[src/rtl/dro_pkg.sv]
package dro_pkg;
   typedef enum logic {
      SEL_A = 1'b0,
      SEL_B = 1'b1
   } reload_sel_e;

   localparam int unsigned MAX_CNT_WIDTH = 32;
endpackage

[src/rtl/dro_reload_sel.sv]
module dro_reload_sel
   import dro_pkg::*;
#(
   parameter int unsigned CNT_WIDTH = 16
) (
   input  logic                 clk,
   input  logic                 rst_n,
   input  logic                 trig_i,
   input  logic                 dual_i,
   input  logic [CNT_WIDTH-1:0] val_a_i,
   input  logic [CNT_WIDTH-1:0] val_b_i,
   output logic [CNT_WIDTH-1:0] load_val_o,
   output logic                 sel_o
);
   reload_sel_e next_q;
   reload_sel_e cur_q;
   reload_sel_e use_sel;

   // register chosen for a trigger in this cycle
   assign use_sel    = dual_i ? next_q : SEL_A;
   assign load_val_o = (use_sel == SEL_B) ? val_b_i : val_a_i;
   assign sel_o      = (cur_q == SEL_B);

   always_ff @(posedge clk or negedge rst_n) begin
      if (!rst_n) begin
         next_q <= SEL_A;
         cur_q  <= SEL_A;
      end else begin
         if (!dual_i) begin
            next_q <= SEL_A;
         end else if (trig_i) begin
            next_q <= (next_q == SEL_A) ? SEL_B : SEL_A;
         end
         if (trig_i) begin
            cur_q <= use_sel;
         end
      end
   end
endmodule

[src/rtl/dro_down_counter.sv]
module dro_down_counter #(
   parameter int unsigned CNT_WIDTH = 16
) (
   input  logic                 clk,
   input  logic                 rst_n,
   input  logic                 load_i,
   input  logic [CNT_WIDTH-1:0] load_val_i,
   output logic                 active_o,
   output logic                 done_o
);
   localparam logic [CNT_WIDTH-1:0] CNT_ZERO = '0;
   localparam logic [CNT_WIDTH-1:0] CNT_ONE  = CNT_WIDTH'(1);

   logic [CNT_WIDTH-1:0] cnt_q;
   logic                 active_q;

   always_ff @(posedge clk or negedge rst_n) begin
      if (!rst_n) begin
         cnt_q    <= CNT_ZERO;
         active_q <= 1'b0;
      end else if (load_i) begin
         cnt_q    <= load_val_i;
         active_q <= 1'b1;
      end else if (active_q) begin
         if (cnt_q == CNT_ZERO) begin
            active_q <= 1'b0;
         end else begin
            cnt_q <= cnt_q - CNT_ONE;
         end
      end
   end

   assign active_o = active_q;
   assign done_o   = active_q && (cnt_q == CNT_ZERO);
endmodule

[src/rtl/dual_reload_oneshot.sv]
module dual_reload_oneshot
   import dro_pkg::*;
#(
   parameter int unsigned CNT_WIDTH    = 16,
   parameter bit          DUAL_SUPPORT = 1'b1
) (
   input  logic                 clk,
   input  logic                 rst_n,
   input  logic                 trig_i,
   input  logic [CNT_WIDTH-1:0] reload_a_i,
   input  logic [CNT_WIDTH-1:0] reload_b_i,
   input  logic                 mod_sel_i,
   input  logic                 dual_en_i,
   output logic                 pulse_o,
   output logic                 end_o,
   output logic                 sel_o
);
   logic                 dual_act;
   logic [CNT_WIDTH-1:0] load_val;

   generate
      if (CNT_WIDTH < 1 || CNT_WIDTH > MAX_CNT_WIDTH) begin : g_bad_width
         $error("dual_reload_oneshot: CNT_WIDTH out of range");
      end

      if (DUAL_SUPPORT) begin : g_dual
         assign dual_act = !mod_sel_i && dual_en_i;
      end else begin : g_single
         assign dual_act = 1'b0;
      end
   endgenerate

   dro_reload_sel #(
      .CNT_WIDTH (CNT_WIDTH)
   ) u_sel (
      .clk        (clk),
      .rst_n      (rst_n),
      .trig_i     (trig_i),
      .dual_i     (dual_act),
      .val_a_i    (reload_a_i),
      .val_b_i    (reload_b_i),
      .load_val_o (load_val),
      .sel_o      (sel_o)
   );

   dro_down_counter #(
      .CNT_WIDTH (CNT_WIDTH)
   ) u_cnt (
      .clk        (clk),
      .rst_n      (rst_n),
      .load_i     (trig_i),
      .load_val_i (load_val),
      .active_o   (pulse_o),
      .done_o     (end_o)
   );
endmodule

[config.mk]
export PLATFORM = sky130hd
export DESIGN_NAME = dual_reload_oneshot
export DESIGN_NICKNAME = d
export VERILOG_FILES = /design/src/rtl/dro_pkg.sv /design/src/rtl/dro_reload_sel.sv /design/src/rtl/dro_down_counter.sv /design/src/rtl/dual_reload_oneshot.sv
export SDC_FILE = /design/constraint.sdc
export NUM_CORES = 1
export LEC_CHECK = 0
export BUFFER_PORTS_ARGS = -buffer_cell sky130_fd_sc_hd__buf_4
export CORE_MARGIN = 4
export CORE_UTILIZATION = 50
export CTS_BUF_LIST = sky130_fd_sc_hd__clkbuf_8 sky130_fd_sc_hd__clkbuf_16
export DETAILED_ROUTE_END_ITERATION = 7
export PLACE_DENSITY = 0.77
export SYNTH_ARGS = -nofsm -noshare
export SYNTH_HDL_FRONTEND = slang
export SYNTH_SLANG_ARGS = --single-unit
[constraint.sdc]
create_clock -name clk -period 2.9 [get_ports clk]
set_clock_uncertainty 0.15 [all_clocks]
set_input_delay 0.435 -clock clk [delete_from_list [all_inputs] [get_ports clk]]
set_output_delay 0.435 -clock clk [all_outputs]
set_load 0.02 [all_outputs]
==> impl_metrics.yaml <==
status:
  status: "finished clean"
setup_path:
  setup.worst_path.start_class: "flip-flop"
  path_max_fanout: 5
  path_cells: "inv_1 > ha_1 > nor3b_1 > nand4_1 > nor2_1 > buf_4"
  reg2reg_to: "u_cnt.cnt_q[6]"
  r2r_setup_slack_ns: 0.51
  cp.arrival_ns: 1.98
  cpMaxStageDelayCell: "nor3b_1"
  critPathCaptureType: "output pin"
  crit_type: "flip-flop to output pin"
  cp.required_ns: 2.32
  r2r_cells: 6
  slowest_delay_ns: 0.48
  r2r_start: "u_cnt.cnt_q[0]"
sta:
  setup_tns_ns: 0
  finalMaxSlewViolations: 0
  max_freq_mhz: 389
  hold_violations: 0
  worst_slack_ns: 0.333
  fin_crit_sh: 0.885
  worstMarginPinSlew_ns: 0.544
  slew_headroom: 0.634
  setup_viol: 0
  grt_setup_unrepaired: "no"
  fin_crit_ns: 2.57
die:
  start_util: 0.524
  die_area_mm2: 0.00381
  core_mm2: 0.00276
  rows: 19
  die_y_um: 61.7
  die_w_um: 61.7
  io_pins: 40
logic_synthesis:
  ys_seq_area_frac: 0.329
  ys_ff_latch: 19
  async_reset_ff_frac: 1.00
  yosys.area.top_type: "dfrtp_1"
  synth_nets: 198
  synth_top_flop_cell: "dfrtp_1"
  yosys_warnings: 0
  synth_area_leaders: "dfrtp_1 (33%), mux2i_1 (7.6%), o31a_1 (7.3%)"
  syn-instance-count: 160
  synth_area_per_cell_um2: 9.02
  synth-edff-count: 0
  synth_top_area_frac: 0.329
  synthesis.area_mm2: 0.00144
  synthDistinctLibCells: 46
flow_run:
  drv_cap: 0
layout:
  final_cell_mix: "buf_4 (40), dfrtp_1 (19), nand2_1 (14)"
  final_cell_count_no_fill: 226
  final_core_util: 0.642
  antennaDiodeCount: 0
  drive_gt1_frac: 0.292
  area_delta_synth_final_pct: 22.6
  multi_input_area_um2: 867
  n_fill_cell: 243
  final_nets: 234
  layout_commonest_cell: "buf_4"
  seq_area_um2: 475
place:
  gp_congestion: 0.851
  pre_cts_ws_ns: 0.539
  place_hpwl_um: 2680
  io_buffers: 39
  dp_cells: 221
clock_network:
  ctsHoldBuffers: 1
  clk_pin_slew_worst_paths_ns: 0.07
  clk_latency_ns: 0.25
  cts-htree-levels: 1
  post_cts_resized: 0
  root_buffer: "clkbuf_8"
  cts_buffer_depth: 2
  cts_buffers: 3
  cts_tree: "built"
  clock-sinks: 19
  postCtsSetupBuffers: 0
global_routing:
  use_met2: 0.350
  grt_pass1_wl_um: 5900
  antenna_found_initial: 0
  grt_use_met3: 0.0289
  grt_pass1_vias: 1327
  grt_max_degree: 42
  busiest_layer: "met2"
  grt-ovfl-total: 0
  groute.layer.met1.usage: 0.270
  grtUsageTotal: 0.204
power:
  seqPwrFrac: 0.490
  power_switching_uw: 200
  powerDensity_mw_per_mm2: 382
  power_uw: 676
  switching_share: 0.296
  power.internal_uw: 476
  clock_power_share: 0.272
  p_leak_nw: 0.786
  vdd_drop_max_uv: 365
  p_comb_frac: 0.238
drt:
  routedWlPerCell_um: 15.8
  drtAntennaViolNets: 0
  vias: 1404
  viasPerCell: 6.21
  drt-pass1-iter-count: 4
  first_iter_violations: 79
  drc: 0
  routed_wl_um: 3580
worst_hold_path:
  hold-path-endpoint: "u_sel.next_q"
  min_from: "mod_sel_i"
  min_path_type: "primary input to flip-flop"
  whs_path_depth: 2
-- metal layers --
layer / part of all wire / wire length [um] / vias up
met1: 0.41 / 1450 / 672
met2: 0.51 / 1830 / 48
met4: 0.011 / 41 / 0
met5: 0 / 0 / -
met3: 0.072 / 257 / 6
li1: - / - / 678
-- area by class of cell --
type	instances	area share
Clock buffer	3	0.0233
Clock inverter	1	0.00212
Tap cell	31	0.0219
Inverter	9	0.0191
Timing Repair Buffer	41	0.175
Multi-Input combinational cell	122	0.490
Sequential cell	19	0.269
-- power groups by stage --
stage          sequential [mW]  combinational, mW  clock [mW]
3_3_place_gp             0.331              0.155           0
5_1_grt                  0.336              0.181       0.199
6_report                 0.331              0.161       0.184
3_5_place_dp             0.334              0.161           0
4_1_cts                  0.329              0.162       0.185
2_1_floorplan            0.322              0.110           0
-- synthesized netlist by cell type (all sizes together) (2+ instances only) --
library cell  number
nor3               6
mux2i             11
nand2             14
or2                2
buf                4
a21oi              5
a22oi              2
or3                2
dfrtp             19
clkbuf             4
o21ai              2
nand4              2
mux2               6
nor2               9
nand2b             3
o2111ai            2
o31a              12
o211ai             3
nor3b              2
inv                9
or4                7
nor4               9
o21a               5
nand3              5
-- metrics by stage --
stage,hold WS [ns],cell area (um^2)
final,0.181,1770
after global placement,0.175,1720
after global routing,0.183,1770
after CTS,0.183,1770
after floorplan,-0.0106,1440
after detailed placement,0.178,1720
-- kinds of logic after synthesis --
kind of cell / Yosys count / synth area share
AOI/OAI and AO/OA: 36 / 0.190
adders and majority gates: 1 / 0.00866
xor gates and xnor gates: 1 / 0.00607
DFF: 19 / 0.329
buffers and inverters: 19 / 0.0702
muxes: 17 / 0.123
and+or+nand+nor: 67 / 0.273
-- worst max path at each step --
stage	start	endpoint	slack, ns	depth (start not counted)
3_5_place_dp	u_cnt.cnt_q[0]	u_cnt.cnt_q[6]	0.54	6
4_1_cts	u_cnt.cnt_q[0]	end_o	0.36	6
5_1_grt	u_cnt.cnt_q[0]	end_o	0.21	6
6_report	u_cnt.cnt_q[0]	end_o	0.33	6
2_1_floorplan	u_cnt.cnt_q[0]	u_cnt.cnt_q[6]	0.67	6
3_3_place_gp	u_cnt.active_o	u_cnt.cnt_q[13]	0.55	4
-- sequential cells by signal, summed over array words and instances, names as in the netlist --
name,flops
u_sel.sel_o,1
u_sel.next_q,1
u_cnt.cnt_q,16
u_cnt.active_o,1
-- critical path, delay by kind of cell (launching register included) --
kind	cells	cell delay, ns
adder cells (fa/ha/maj)	1	0.21
buffers and inverters	2	0.24
flip-flops	1	0.42
AND/OR/NAND/NOR	3	0.85
Power figures use the tool's default switching activity.
